## config.mk

```make
export PLATFORM = sky130hd
export DESIGN_NAME = ocp_mode_ctrl
export DESIGN_NICKNAME = d
export VERILOG_FILES = /design/src/rtl/ocp_pkg.sv /design/src/rtl/ocp_tick_counter.sv /design/src/rtl/ocp_policy_fsm.sv /design/src/rtl/ocp_fault_flag.sv /design/src/rtl/ocp_mode_ctrl.sv
export SDC_FILE = /design/constraint.sdc
export NUM_CORES = 1
export LEC_CHECK = 0
export ABC_AREA = 0
export ABC_CLOCK_PERIOD_IN_PS = 4750
export BUFFER_PORTS_ARGS = -buffer_cell sky130_fd_sc_hd__buf_2
export CORE_MARGIN = 1.5
export CORE_UTILIZATION = 30
export CTS_CLUSTER_SIZE = 25
export DETAILED_ROUTE_END_ITERATION = 8
export PLACE_DENSITY = 0.44
export SLEW_MARGIN = 20
export SYNTH_ARGS = -nofsm -noshare
export SYNTH_HDL_FRONTEND = slang
export SYNTH_SLANG_ARGS = --single-unit
```

## constraint.sdc

```tcl
create_clock -name clk -period 4.75 [get_ports clk]
set_input_delay 0.475 -clock clk [delete_from_list [all_inputs] [get_ports clk]]
set_output_delay 0.475 -clock clk [all_outputs]
set_load 0.01 [all_outputs]
```

## src/rtl/ocp_pkg.sv

```systemverilog
package ocp_pkg;

  typedef enum logic [1:0] {
    POL_HOLD  = 2'b00,
    POL_LATCH = 2'b01,
    POL_RETRY = 2'b10,
    POL_HOLD2 = 2'b11
  } ocp_pol_e;

  typedef enum logic [2:0] {
    ST_IDLE      = 3'd0,
    ST_ON        = 3'd1,
    ST_LIMIT     = 3'd2,
    ST_LATCHED   = 3'd3,
    ST_RETRY_ON  = 3'd4,
    ST_RETRY_OFF = 3'd5
  } ocp_st_e;

  function automatic int unsigned umax(input int unsigned a, input int unsigned b);
    return (a > b) ? a : b;
  endfunction

  // bits needed to hold values 0..n
  function automatic int cnt_width(input int unsigned n);
    return (n < 2) ? 1 : $clog2(n + 1);
  endfunction

  function automatic logic pol_hold(input logic [1:0] m);
    return (m == POL_HOLD) || (m == POL_HOLD2);
  endfunction

  function automatic logic pol_latch(input logic [1:0] m);
    return m == POL_LATCH;
  endfunction

  function automatic logic pol_retry(input logic [1:0] m);
    return m == POL_RETRY;
  endfunction

  // states in which the power stage may conduct
  function automatic logic drives_gate(input ocp_st_e s);
    return (s == ST_ON) || (s == ST_LIMIT) || (s == ST_RETRY_ON);
  endfunction

  // states whose dwell is measured by the policy timer
  function automatic logic timed_state(input ocp_st_e s, input logic [1:0] m);
    return (s == ST_LIMIT && pol_latch(m)) || (s == ST_RETRY_ON) || (s == ST_RETRY_OFF);
  endfunction

endpackage

```

## src/rtl/ocp_tick_counter.sv

```systemverilog
module ocp_tick_counter #(
  parameter int W = 8
) (
  input  logic         clk,
  input  logic         rst_n,
  input  logic         clr,
  input  logic         adv,
  input  logic [W-1:0] target,
  output logic         hit
);
  logic [W-1:0] cnt;
  logic [W:0]   nxt;

  assign nxt = {1'b0, cnt} + {{W{1'b0}}, 1'b1};
  // hit marks the advancing tick that completes the target count
  assign hit = adv && (nxt >= {1'b0, target});

  always_ff @(posedge clk or negedge rst_n) begin
    if (!rst_n)                  cnt <= '0;
    else if (clr)                cnt <= '0;
    else if (adv && cnt != '1)   cnt <= nxt[W-1:0];
  end

  p_clear_takes_r4: assert property (@(posedge clk) disable iff (!rst_n)
    clr |=> !hit || nxt == {{W{1'b0}}, 1'b1});

endmodule

```

## src/rtl/ocp_policy_fsm.sv

```systemverilog
module ocp_policy_fsm
  import ocp_pkg::*;
#(
  parameter int unsigned LATCH_FIXED = 400,
  parameter int unsigned RETRY_ON    = 40000,
  parameter int unsigned RETRY_OFF   = 1000000,
  parameter int unsigned DLY_W       = 20
) (
  input  logic             clk,
  input  logic             rst_n,
  input  logic             tick,
  input  logic             cmd_on,
  input  logic             ilim,
  input  logic             fast_trip,
  input  logic             therm,
  input  logic [1:0]       mode,
  input  logic [DLY_W-1:0] extra,
  output logic             gate_en,
  output logic             retry_clean
);
  localparam int unsigned LATCH_MAX = LATCH_FIXED + (2 ** DLY_W) - 1;
  localparam int TMR_W = cnt_width(umax(umax(RETRY_ON, RETRY_OFF), LATCH_MAX));

  ocp_st_e          st, st_n;
  logic             seen, seen_now;
  logic [TMR_W-1:0] tgt;
  logic             tmr_hit, tmr_clr, tmr_adv;
  ocp_st_e          trip_dest;

  function automatic logic [TMR_W-1:0] latch_span(input logic [DLY_W-1:0] x);
    return TMR_W'(LATCH_FIXED) + TMR_W'(x);
  endfunction

  assign seen_now  = seen | ilim;
  assign trip_dest = pol_retry(mode) ? ST_RETRY_OFF : ST_LATCHED;

  always_comb begin
    case (st)
      ST_LIMIT:     tgt = latch_span(extra);
      ST_RETRY_ON:  tgt = TMR_W'(RETRY_ON);
      ST_RETRY_OFF: tgt = TMR_W'(RETRY_OFF);
      default:      tgt = '0;
    endcase
  end

  assign tmr_adv = tick && timed_state(st, mode);
  assign tmr_clr = (st_n != st);

  ocp_tick_counter #(.W(TMR_W)) u_dwell (
    .clk    (clk),
    .rst_n  (rst_n),
    .clr    (tmr_clr),
    .adv    (tmr_adv),
    .target (tgt),
    .hit    (tmr_hit)
  );

  always_comb begin
    st_n = st;
    if (!cmd_on) begin
      st_n = ST_IDLE;
    end else begin
      case (st)
        ST_IDLE: if (!fast_trip) st_n = ST_ON;
        ST_ON: begin
          if (fast_trip)  st_n = trip_dest;
          else if (ilim)  st_n = pol_retry(mode) ? ST_RETRY_ON : ST_LIMIT;
        end
        ST_LIMIT: begin
          if (fast_trip)                        st_n = trip_dest;
          else if (!ilim)                       st_n = ST_ON;
          else if (pol_latch(mode) && tmr_hit)  st_n = ST_LATCHED;
        end
        ST_LATCHED: st_n = ST_LATCHED;
        ST_RETRY_ON: begin
          if (fast_trip)    st_n = ST_RETRY_OFF;
          else if (tmr_hit) st_n = seen_now ? ST_RETRY_OFF : ST_ON;
        end
        ST_RETRY_OFF: if (tmr_hit) st_n = ST_RETRY_ON;
        default: st_n = ST_IDLE;
      endcase
    end
  end

  assign retry_clean = cmd_on && (st == ST_RETRY_ON) && !fast_trip && tmr_hit && !seen_now;

  always_ff @(posedge clk or negedge rst_n) begin
    if (!rst_n) begin
      st      <= ST_IDLE;
      seen    <= 1'b0;
      gate_en <= 1'b0;
    end else begin
      st      <= st_n;
      gate_en <= drives_gate(st_n) && !therm && !fast_trip;
      if (st_n == ST_RETRY_ON && st == ST_ON)       seen <= 1'b1;
      else if (st_n == ST_RETRY_ON && st != ST_RETRY_ON) seen <= 1'b0;
      else if (st == ST_RETRY_ON)                   seen <= seen_now;
    end
  end

  p_fast_off_r9: assert property (@(posedge clk) disable iff (!rst_n)
    fast_trip |=> !gate_en);

  p_cmd_low_idle_r2: assert property (@(posedge clk) disable iff (!rst_n)
    !cmd_on |=> (st == ST_IDLE && !gate_en));

  p_therm_off_r3: assert property (@(posedge clk) disable iff (!rst_n)
    therm |=> !gate_en);

  p_hold_conducts_r3: assert property (@(posedge clk) disable iff (!rst_n)
    (pol_hold(mode) && st == ST_LIMIT && ilim && cmd_on && !therm && !fast_trip) |=> gate_en);

  p_latched_dark_r5: assert property (@(posedge clk) disable iff (!rst_n)
    (st == ST_LATCHED && cmd_on) |=> (st == ST_LATCHED && !gate_en));

endmodule

```

## src/rtl/ocp_fault_flag.sv

```systemverilog
module ocp_fault_flag
  import ocp_pkg::*;
#(
  parameter int unsigned DEG_RUN    = 130,
  parameter int unsigned DEG_EDGE   = 400,
  parameter int unsigned FAULT_HOLD = 8500
) (
  input  logic       clk,
  input  logic       rst_n,
  input  logic       tick,
  input  logic       cmd_on,
  input  logic       cmd_rise,
  input  logic       gate_en,
  input  logic       ilim,
  input  logic       fast_trip,
  input  logic [1:0] mode,
  input  logic       retry_clean,
  output logic       fault
);
  localparam int DG_W = cnt_width(umax(DEG_RUN, DEG_EDGE));
  localparam int HD_W = cnt_width(FAULT_HOLD);

  logic            edge_start;
  logic            qual, quiet_on;
  logic            deg_hit, hold_hit;
  logic [DG_W-1:0] deg_len;
  logic            set_ev, clr_ev;

  assign qual     = ilim && gate_en && cmd_on;
  assign quiet_on = !ilim && gate_en && cmd_on;
  assign deg_len  = edge_start ? DG_W'(DEG_EDGE) : DG_W'(DEG_RUN);

  ocp_tick_counter #(.W(DG_W)) u_deglitch (
    .clk    (clk),
    .rst_n  (rst_n),
    .clr    (!qual),
    .adv    (tick && qual),
    .target (deg_len),
    .hit    (deg_hit)
  );

  ocp_tick_counter #(.W(HD_W)) u_hold (
    .clk    (clk),
    .rst_n  (rst_n),
    .clr    (cmd_on || !fault),
    .adv    (tick && !cmd_on && fault),
    .target (HD_W'(FAULT_HOLD)),
    .hit    (hold_hit)
  );

  assign set_ev = deg_hit || (fast_trip && gate_en && cmd_on);
  assign clr_ev = hold_hit
               || (pol_hold(mode) && quiet_on)
               || (pol_retry(mode) && retry_clean);

  always_ff @(posedge clk or negedge rst_n) begin
    if (!rst_n) begin
      fault      <= 1'b0;
      edge_start <= 1'b0;
    end else begin
      if (set_ev)      fault <= 1'b1;
      else if (clr_ev) fault <= 1'b0;
      if (cmd_rise)      edge_start <= 1'b1;
      else if (quiet_on) edge_start <= 1'b0;
    end
  end

  p_rise_cause_r7: assert property (@(posedge clk) disable iff (!rst_n)
    $rose(fault) |-> $past(ilim || fast_trip));

  p_no_set_low_r10: assert property (@(posedge clk) disable iff (!rst_n)
    (!cmd_on && !fault) |=> !fault);

  p_latch_sticky_r12: assert property (@(posedge clk) disable iff (!rst_n)
    (pol_latch(mode) && fault && cmd_on) |=> fault);

endmodule

```

## src/rtl/ocp_mode_ctrl.sv

```systemverilog
module ocp_mode_ctrl
  import ocp_pkg::*;
#(
  parameter int unsigned DEG_RUN     = 130,
  parameter int unsigned DEG_EDGE    = 400,
  parameter int unsigned LATCH_FIXED = 400,
  parameter int unsigned RETRY_ON    = 40000,
  parameter int unsigned RETRY_OFF   = 1000000,
  parameter int unsigned FAULT_HOLD  = 8500,
  parameter int unsigned DLY_W       = 20
) (
  input  logic             clk,
  input  logic             rst_n,
  input  logic             tick_us,
  input  logic             cmd_on,
  input  logic             ilim_act,
  input  logic             fast_trip,
  input  logic             therm_sd,
  input  logic [1:0]       mode_sel,
  input  logic [DLY_W-1:0] latch_extra,
  output logic             gate_en,
  output logic             oc_fault
);
  logic cmd_q;
  logic cmd_rise;
  logic retry_clean;

  always_ff @(posedge clk or negedge rst_n) begin
    if (!rst_n) cmd_q <= 1'b0;
    else        cmd_q <= cmd_on;
  end

  assign cmd_rise = cmd_on && !cmd_q;

  ocp_policy_fsm #(
    .LATCH_FIXED (LATCH_FIXED),
    .RETRY_ON    (RETRY_ON),
    .RETRY_OFF   (RETRY_OFF),
    .DLY_W       (DLY_W)
  ) u_policy (
    .clk         (clk),
    .rst_n       (rst_n),
    .tick        (tick_us),
    .cmd_on      (cmd_on),
    .ilim        (ilim_act),
    .fast_trip   (fast_trip),
    .therm       (therm_sd),
    .mode        (mode_sel),
    .extra       (latch_extra),
    .gate_en     (gate_en),
    .retry_clean (retry_clean)
  );

  ocp_fault_flag #(
    .DEG_RUN    (DEG_RUN),
    .DEG_EDGE   (DEG_EDGE),
    .FAULT_HOLD (FAULT_HOLD)
  ) u_fault (
    .clk         (clk),
    .rst_n       (rst_n),
    .tick        (tick_us),
    .cmd_on      (cmd_on),
    .cmd_rise    (cmd_rise),
    .gate_en     (gate_en),
    .ilim        (ilim_act),
    .fast_trip   (fast_trip),
    .mode        (mode_sel),
    .retry_clean (retry_clean),
    .fault       (oc_fault)
  );

  p_reset_quiet_r1: assert property (@(posedge clk)
    !rst_n |=> (!gate_en && !oc_fault));

endmodule

```

==> Word-level counts from Yosys, hierarchy flattened <==
Cells that the tools add are included.
Widths: inputs -> output; s select.
{ "totals": {"register_bits": 52, "in_bits": 29, "out_inout_bits": 2, "word_cells": 115} }
{ "classes": {"addsub": 4, "order_cmp": 3, "n_eq_ne": 17, "muxes": 29, "bitwise": 1, "n_reduce_logical": 52} }
{ "op_table": {"columns": ["operator", "count"], "rows": [
  ["$pmux 21 s3", 1],
  ["$mux 21", 2],
  ["$mux 3", 13],
  ["$logic_and 1x1->1", 29],
  ["$mux 14", 2],
  ["$mux 9", 3],
  ["$add 21x1->22 const B", 1],
  ["$ge 22x21->1", 1],
  ["$add 9x20->21 const A", 1],
  ["$ne 21x21->1 const B", 1],
  ["$pmux 3 s6", 1],
  ["$add 14x1->15 const B", 1],
  ["$ge 15x14->1 const B", 1],
  ["$ne 14x14->1 const B", 1],
  ["$add 9x1->10 const B", 1],
  ["$ge 10x9->1", 1],
  ["$eq 3x2->1 const B", 3],
  ["$eq 3x3->1 const B", 3],
  ["$logic_or 1x1->1", 9],
  ["$ne 9x9->1 const B", 1],
  ["$reduce_bool 2->1", 4],
  ["$logic_not 1->1", 7],
  ["$mux 1", 7],
  ["$eq 3x1->1 const B", 2],
  ["9 further kinds", 10]
]} }

==> Depth between registers and ports, before layout <==
Gate-level depths: netlist of the first run.
{ "logic_depth": {"word_depth": 17, "ltp_mapped": 17, "ltp_nobuf": 16} }

==> Modules after synthesis <==
Synthesis of the first run repeated with hierarchy kept, for this count alone.
{ "unflattened": {"hier_cells": 616, "hier_area_um2": 5047.3} }
{ "modules_own_cells": {"columns": ["module", "instances", "cells_each", "area_per_inst_um2", "seq_area_each_um2"], "rows": [
  ["ocp_tick_counter at u_policy.u_dwell", 1, 231, 1906.8, 525.5],
  ["ocp_tick_counter at u_fault.u_hold", 1, 154, 1326.3, 350.3],
  ["ocp_policy_fsm", 1, 125, 865.8, 125.1],
  ["ocp_tick_counter at u_fault.u_deglitch", 1, 85, 759.5, 225.2],
  ["ocp_fault_flag", 1, 19, 150.1, 50.0],
  ["ocp_mode_ctrl", 1, 2, 38.8, 25.0]
]} }

==> Worst setup path before layout of the first run <==
OpenSTA, ideal clock, no wires.
{ "synth_timing": {"path_type": "register -> register", "from": "register u_policy.st[0]", "to": "register u_policy.u_dwell.cnt[16]", "setup_ns": 0.122, "arrival_ns": 3.497, "required_time_ns": 4.628, "setup_slack_ns": 1.131, "path_stages_with_launch": 15, "path_buffers": 4, "synth_period_minus_slack_ns": 3.619, "cell_sequence": "dfrtp_1 > buf_6 > buf_4 > nor3_1 > clkbuf_1 > nand2_1 > ha_1 > a21o_1 > a221o_1 > a221oi_2 > a21oi_2 > o32a_4 > a21boi_4 > buf_8 > nor3_2"} }
{ "synth_via": {"elab_chain_len": 14, "word_cells_on_any_way": 29, "classes_between": "order compare (1); eq/ne (6); mux (13); reduce/logical (9)"} }
{ "synth_rtl": {"columns": ["element", "line_no", "rtl"], "rows": [
  ["start, declared", "ocp_policy_fsm.sv:24", "ocp_st_e st, st_n;"],
  ["start signal, assigned", "ocp_policy_fsm.sv:93", "st <= st_n;"],
  ["parallel branches: the longest is 14 deep, another holds $ge 22x21->1", null, null],
  ["end signal, assigned", "ocp_tick_counter.sv:21", "else if (adv && cnt != '1) cnt <= nxt[W-1:0];"],
  ["end, declared", "ocp_tick_counter.sv:11", "logic [W-1:0] cnt;"]
]} }
Several ways; the timed one is not identified.
A chain may end at the register's enable or synchronous reset.

==> Worst setup path after layout of the first run <==
{ "layout_timing": {"from": "register u_policy.u_dwell.cnt[0]", "to": "register u_policy.u_dwell.cnt[20]"} }
{ "layout_via": {"elab_chain_len": 11, "word_cells_on_any_way": 18, "classes_between": "add/sub (1); order compare (1); eq/ne (2); mux (10); reduce/logical (4)"} }
{ "layout_rtl": {"columns": ["element", "line_no", "rtl"], "rows": [
  ["$add 21x1->22", "ocp_tick_counter.sv:14", "assign nxt = {1'b0, cnt} + {{W{1'b0}}, 1'b1};"],
  ["$ge 22x21->1", "ocp_tick_counter.sv:16", "assign hit = adv && (nxt >= {1'b0, target});"],
  ["$logic_and 1x1->1", "ocp_tick_counter.sv:16", null],
  ["$logic_and 1x1->1", "ocp_policy_fsm.sv:72", "else if (pol_latch(mode) && tmr_hit) st_n = ST_LATCHED;"],
  ["$mux 3", "ocp_policy_fsm.sv:72", null],
  ["$mux 3", "ocp_policy_fsm.sv:71", "else if (!ilim) st_n = ST_ON;"],
  ["$mux 3", "ocp_policy_fsm.sv:70", "if (fast_trip) st_n = trip_dest;"],
  ["$pmux 3 s6", "ocp_policy_fsm.sv:63", "case (st)"],
  ["$mux 3", "ocp_policy_fsm.sv:60", "if (!cmd_on) begin"],
  ["$ne 3x3->1", "ocp_policy_fsm.sv:47", "assign tmr_clr = (st_n != st);"],
  ["$mux 21 / $reduce_bool 2->1 (equally long branches)", null, null]
]} }
Several ways; a longest one is shown, not always the timed one. The select of a mux whose other input is x is not followed.

==> impl_metrics.json, run 1 <==
{
  "finalSetupViolCount": 0,
  "die_w_microns": 127,
  "syn_area_per_cell_sq_um": 8.60,
  "max_slew.worst_pin.slew_ns": 0.699,
  "max_freq_mhz": 251,
  "ioPinCount": 31,
  "fin_setup_tns_ns": 0,
  "numCtsBuffers": 5,
  "io_buffer_count": 30,
  "grt_pass1_wl_microns": 18800,
  "period_needed_ns": 3.99,
  "synth-seq-area-share_pct": 28.2,
  "htreeDepth": 2,
  "cts_resized": 0,
  "peakVddDrop_mv": 0.136,
  "insertion_delay_ns": 0.29,
  "nets": 615,
  "fp-row-count": 45,
  "cts_tree": "built",
  "die_area_sq_um": 16100,
  "grt_util_all_layers_pct": 14.6,
  "wirelength_microns": 11200,
  "syn2layout_area_growth_pct": 9.45,
  "async_flop_share_pct": 100,
  "cts_buffer_depth": 2,
  "cp.required_ns": 4.91,
  "fin_cells": 742,
  "cts_sinks": 52,
  "drive_above_1_share_pct": 15.7,
  "synth-seq-cells": 52,
  "fin_crit_sh_pct": 83.9,
  "drt_iter0_markers": 144,
  "ant_nets": 0,
  "vias_per_cell": 5.18,
  "fp.coreArea_sq_um": 15100,
  "yosysTopAreaCell": "dfrtp_1",
  "synthTopCellsByCount": "nand2_1 (61), dfrtp_1 (52), nor2_1 (44), xnor2_1 (44), ha_1 (32)",
  "firstDrtPassIters": 4,
  "nFillCells": 1572,
  "placed_area_sq_um": 4890,
  "grt_max_degree": 53,
  "synth_edf_count": 0,
  "fp.dieH_microns": 127,
  "status": "completed",
  "ys_top_cells_by_area": "dfrtp_1 (28%), ha_1 (8.7%), xnor2_1 (8.4%)",
  "crit_fanout": 21,
  "crit_arrival_ns": 4.15,
  "route.detailed.drc": 0,
  "fin_hold_ws_ns": 0.307,
  "totalPowerFinal_mw": 1.48,
  "synth_ff_type": "dfrtp_1",
  "root_buffer": "clkbuf_16",
  "synth_nets": 597,
  "dp_hpwl_microns": 8510,
  "cellPowerDensity_nw_per_um2": 293,
  "diodes": 0,
  "grt_overflow_total": 0,
  "rsz0062_at_grt": "false",
  "slew_viol_final": 0,
  "synth_area_sq_um": 4610,
  "hp-class": "in -> async",
  "synth.top_cell.area_share_pct": 28.2,
  "cts_setup_buffers": 0,
  "clk_pin_slew_ns": 0.07,
  "dr_total_vias": 3846,
  "endpoint_kind": "flop",
  "start_kind": "flop",
  "placed_cells": 735,
  "crit_type": "reg -> reg",
  "max_slew_margin_pct": 53.1,
  "power_leakage_nw": 2.05,
  "antenna_found_initial": 0,
  "final_area_sq_um": 5040,
  "yosysUniqueCellTypes": 69,
  "cap_viol_max_count": 0,
  "gp_congestion": 0.814,
  "synth_most_common_cell": "nand2_1",
  "skew_ns": 0.00906,
  "reg2reg_depth": 15,
  "post_drt_wl_per_cell_microns": 15.0,
  "start_util_pct": 30.5,
  "grt_pass1_vias": 3743,
  "syn_inst": 536,
  "cts_hold_buf": 0,
  "final_hold_viol_count": 0,
  "ys_warn_count": 0
}
==> critical path, stage by stage (launching register included) <==
cell	delay [ns]
dfrtp_1	0.44
nand4_1	0.16
or3b_1	0.51
nor2_2	0.23
nand3_1	0.18
nor2_1	0.15
xor2_1	0.19
ha_1	0.28
a21oi_1	0.14
o21ai_0	0.09
a2bb2oi_1	0.34
nand2_2	0.13
o32a_4	0.43
a21boi_4	0.15
buf_4	0.34
nor3_1	0.11
==> metal layers <==
layer	up-vias	track usage [%]	wire length (microns)
met1	1854	19.4	5350
li1	1935	-	-
met3	10	2.28	327
met2	47	24.6	5350
met5	-	0	0
met4	0	3.94	132
==> through the flow <==
stage	utilization [%]	setup WS, ns
global placement	32.4	0.749
finish	33.4	0.765
floorplan	-	1.13
detailed placement	32.4	0.675
CTS	33.4	0.732
global route	33.4	0.342
==> cells by family (layout without fill, tap and decap cells) <==
kind of cell | Yosys count | in the layout | share of synthesized area [%]
AND/OR/NAND/NOR | 248 | 248 | 29.5
buffers and inverters | 40 | 58 | 4.78
adder cells (fa/ha/maj) | 32 | 32 | 8.69
multiplexers | 2 | 2 | 0.434
AO/OA/AOI/OAI | 89 | 89 | 14.5
XOR/XNOR | 73 | 73 | 13.9
flip-flops | 52 | 52 | 28.2
==> where the power goes <==
group	leakage [nW]	total [mW]	internal, mW	switching [mW]
Sequential	0.712	0.489	0.464	0.0254
Clock	0.0760	0.384	0.222	0.162
Combinational	1.26	0.605	0.212	0.394
Total	2.05	1.48	0.897	0.581
==> final timing paths <==
path | start | endpoint | slack (ns)
worst max-delay path | u_policy.u_dwell.cnt[0] | u_policy.u_dwell.cnt[20] | 0.76
worst min-delay path | rst_n | u_fault.u_deglitch.cnt[0] | 0.31
worst max register to register | u_policy.u_dwell.cnt[0] | u_policy.u_dwell.cnt[20] | 0.76
worst min register to register | cmd_q | u_fault.edge_start | 0.43
max in group asynchronous | rst_n | u_fault.u_hold.cnt[0] | 3.96
min in group clk | therm_sd | u_policy.gate_en | 0.35
==> sequential cells by signal, summed over array words and instances (netlist names) <==
signal and flops:
cmd_q 1, u_fault.u_hold.cnt 14, u_fault.u_deglitch.cnt 9, u_policy.gate_en 1
u_policy.u_dwell.cnt 21, u_policy.seen 1, u_fault.fault 1, u_fault.edge_start 1
u_policy.st 3
==> placed cells by master (no fill, tap or decap), drive strengths merged, types with 2 or more instances in the layout <==
cell,Yosys,final
nand3,26,26
clkbuf,10,7
a21boi,3,3
o221ai,2,2
nor4,3,3
o31a,3,3
nor2b,9,9
o22ai,2,2
a221o,2,2
a31oi,3,3
or2,5,5
ha,32,32
a2111oi,3,3
xor2,29,29
and2,11,11
and4,6,6
mux2i,2,2
and3,11,11
buf,15,36
nor3,32,32
a21oi,30,30
or3,7,7
o2bb2ai,2,2
a21o,5,5
xnor2,44,44
inv,15,15
a211oi,6,6
and3b,2,2
nor3b,3,3
nor2,45,45
nand2,62,62
or4,2,2
dfrtp,52,52
nand4,15,15
nand2b,5,5
o21ai,15,15
==> layout make-up <==
class	instances	area [sq um]	area share, %
clock buffers	7	153	3.03
inverters	15	56.3	1.12
multi-input cells	444	3100	61.5
flip-flops and latches	52	1300	25.8
well taps	188	235	4.66
repair buffers	36	195	3.87
(Power assumes the default switching activity.)
==> run 2: changes to the inputs <==
--- a/config.mk
+++ b/config.mk
@@ -5,14 +5,14 @@
 export SDC_FILE = /design/constraint.sdc
 export NUM_CORES = 1
 export LEC_CHECK = 0
-export ABC_AREA = 0
-export ABC_CLOCK_PERIOD_IN_PS = 4750
+export ABC_AREA = 1
+export ABC_CLOCK_PERIOD_IN_PS = 3400
 export BUFFER_PORTS_ARGS = -buffer_cell sky130_fd_sc_hd__buf_2
 export CORE_MARGIN = 1.5
 export CORE_UTILIZATION = 30
 export CTS_CLUSTER_SIZE = 25
 export DETAILED_ROUTE_END_ITERATION = 8
-export PLACE_DENSITY = 0.44
+export PLACE_DENSITY = 0.46
 export SLEW_MARGIN = 20
 export SYNTH_ARGS = -nofsm -noshare
 export SYNTH_HDL_FRONTEND = slang
==> constraint.sdc (replaced) <==
create_clock -name clk -period 3.4 [get_ports clk]
set_input_delay 0.34 -clock clk [delete_from_list [all_inputs] [get_ports clk]]
set_output_delay 0.34 -clock clk [all_outputs]
set_load 0.01 [all_outputs]
==> run 2 against run 1 <==
  * Sequential share of layout area is 3.5 points lower
  * Clock power is 63% higher
  * Utilization is 6.2 points higher
  * Critical endpoint is now u_policy.u_dwell.cnt[19]
  * Sequential power is 38% higher
  * Die area is 1.1% lower
  * Area after synthesis is 1.1% lower
  * Combinational power is 41% higher
  * Final area is 16% higher
  * Power is 46% higher
  * Highest routed layer is now met5
  * Register-to-register slack worse by 0.98 ns
  * Clock skew is 0.0025 ns lower
  * First-iteration DRC count is 76% higher
  * The run now ends with setup timing left
==> impl_metrics.json, run 2 <==
{
  "place_ws_ns": -0.396,
  "firstDrtPassIters": 5,
  "nets": 787,
  "synth_edf_count": 0,
  "largest_register": "u_policy.u_dwell.cnt",
  "io_buffer_count": 30,
  "cp_slowest_stage_delay_ns": 0.37,
  "synth-seq-area-share_pct": 28.5,
  "post_drt_wl_per_cell_microns": 13.5,
  "clk_pin_slew_ns": 0.07,
  "insertion_delay_ns": 0.31,
  "max_slew_margin_pct": 58.4,
  "cp.required_ns": 3.63,
  "crit_type": "reg -> reg",
  "synth-seq-cells": 52,
  "syn2layout_area_growth_pct": 27.8,
  "grt_pass1_vias": 4215,
  "slew_viol_final": 0,
  "grt_overflow_total": 0,
  "crit_arrival_ns": 3.84,
  "final_area_sq_um": 5830,
  "hp-class": "in -> async",
  "route.detailed.drc": 0,
  "antenna_found_initial": 2,
  "grt_pass1_wl_microns": 20200,
  "synth_ff_type": "dfrtp_1",
  "status": "finished, violations left",
  "gp_congestion": 0.795,
  "power_leakage_nw": 2.88,
  "htreeDepth": 2,
  "cellPowerDensity_nw_per_um2": 370,
  "period_needed_ns": 3.61,
  "synth.top_cell.area_share_pct": 28.5,
  "final_common_cell": "nand2_1",
  "final_cell_mix": "nand2_1 (120), inv_1 (117), nor2_1 (52), dfrtp_1 (52), buf_4 (52)",
  "fp-row-count": 44,
  "synth_area_sq_um": 4560,
  "grt_max_degree": 36,
  "dp_hpwl_microns": 9200,
  "start_util_pct": 31.0,
  "peakVddDrop_mv": 0.191,
  "dr_total_vias": 4326,
  "grt_util_all_layers_pct": 15.7,
  "fp.coreArea_sq_um": 14700,
  "cts_buffer_depth": 2,
  "syn_inst": 640,
  "placed_area_sq_um": 5260,
  "synthTopCellsByCount": "nand2_1 (129), inv_1 (121), nor2_1 (59), dfrtp_1 (52), nand3_1 (33)",
  "ioPinCount": 31,
  "skew_ns": 0.00654,
  "finalSetupViolCount": 23,
  "vias_per_cell": 4.75,
  "slowest_stage": "dfrtp_1",
  "reg2reg_slack_ns": -0.21,
  "cts_tree": "built",
  "numCtsBuffers": 5,
  "rr_startpoint": "u_policy.u_dwell.cnt[1]",
  "die_area_sq_um": 15900,
  "cap_viol_max_count": 0,
  "timing.critical_path.buf_inv": 4,
  "synth_most_common_cell": "nand2_1",
  "synth_nets": 701,
  "final_hold_viol_count": 0,
  "top_regs": "u_policy.u_dwell.cnt x21, u_fault.u_hold.cnt x14, u_fault.u_deglitch.cnt x9",
  "ys_warn_count": 0,
  "rsz0062_at_grt": "true",
  "fin_crit_sh_pct": 106,
  "ant_nets": 0,
  "endpoint_kind": "flop",
  "fin_ws_ns": -0.211,
  "wirelength_microns": 12300,
  "violations": "setup timing",
  "reg2reg_depth": 25,
  "cp_top_family": "simple AND/OR/NAND/NOR gates",
  "drive_above_1_share_pct": 26.4,
  "die_w_microns": 126,
  "yosysUniqueCellTypes": 47,
  "crit_start": "u_policy.u_dwell.cnt[1]",
  "fp.dieH_microns": 126,
  "crit_fanout": 5,
  "cts_sinks": 52,
  "async_flop_share_pct": 100,
  "yosysTopAreaCell": "dfrtp_1",
  "reg2reg_to": "u_policy.u_dwell.cnt[19]",
  "start_kind": "flop",
  "diodes": 0,
  "drt_iter0_markers": 254,
  "root_buffer": "clkbuf_16",
  "max_slew.worst_pin.slew_ns": 0.624,
  "ys_top_cells_by_area": "dfrtp_1 (29%), nand2_1 (11%), inv_1 (10%)",
  "largest_reg_flops": 21,
  "syn_area_per_cell_sq_um": 7.12,
  "max_freq_mhz": 277
}
## run 2: per-layer routing
layer | GRT usage, % | part of all wire, % | vias up
met5 | 0 | 0.057 | -
met4 | 3.85 | 1.5 | 2
met3 | 2.63 | 3.5 | 16
met2 | 27.2 | 48 | 68
met1 | 20.4 | 47 | 2017
li1 | - | - | 2223
## run 2: layout make-up
type	instances	area (sq um)
clock buffer	6	139
clock inverter	2	38.8
fill	1518	8870
inverter	130	488
multi-input combinational	447	2930
sequential	52	1300
tap	184	230
timing repair buffer	90	696
## run 2: worst max path at each step
stage | depth (start not counted) | to | slack [ns]
global route | 26 | u_policy.u_dwell.cnt[16] | -0.45
detailed placement | 28 | u_policy.u_dwell.cnt[20] | -0.40
CTS | 26 | u_policy.u_dwell.cnt[17] | -0.03
global placement | 28 | u_policy.u_dwell.cnt[20] | -0.30
floorplan | 28 | u_policy.u_dwell.cnt[0] | 0.18
finish | 25 | u_policy.u_dwell.cnt[19] | -0.21
## run 2: logic make-up (layout without fill, tap and decap cells)
| family | count (synthesis) | count (layout) | share of synthesized area (%) |
|---|---|---|---|
| AO/OA/AOI/OAI | 85 | 85 | 11.1 |
| XOR/XNOR | 32 | 32 | 6.15 |
| adder cells (fa/ha/maj) | 32 | 32 | 8.78 |
| buffers and inverters | 141 | 228 | 12.7 |
| flip-flops | 52 | 52 | 28.5 |
| AND/OR/NAND/NOR | 298 | 298 | 32.7 |
## run 2: power by group
part | internal, mW | switching (mW) | total [mW]
Clock | 0.370 | 0.257 | 0.627
Combinational | 0.356 | 0.497 | 0.853
Sequential | 0.644 | 0.0296 | 0.673
Total | 1.37 | 0.784 | 2.15
## run 2: metrics by stage
step / std cells / setup TNS (ns) / utilization, % / total power [mW] / hold slack, ns
after detailed placement: 891 / -7.97 / 35.8 / 1.36 / 0.393
after CTS: 905 / -0.205 / 38.1 / 2.06 / 0.0613
after global placement: 891 / -6.00 / 35.8 / 1.35 / 0.384
final: 911 / -4.03 / 39.6 / 2.15 / 0.0420
after global routing: 911 / -10.03 / 39.6 / 2.28 / 0.0805
after floorplan: 640 / 0 / - / 1.12 / 0.0444
## run 2: repair_timing
item,4_1_cts,5_1_grt
cloned,1,1
gates resized for setup,24,35
hold endpoints to repair,0,0
pin swaps,1,15
setup endpoints to repair,23,26
hold buffers,0,0
buffers inserted,5,6
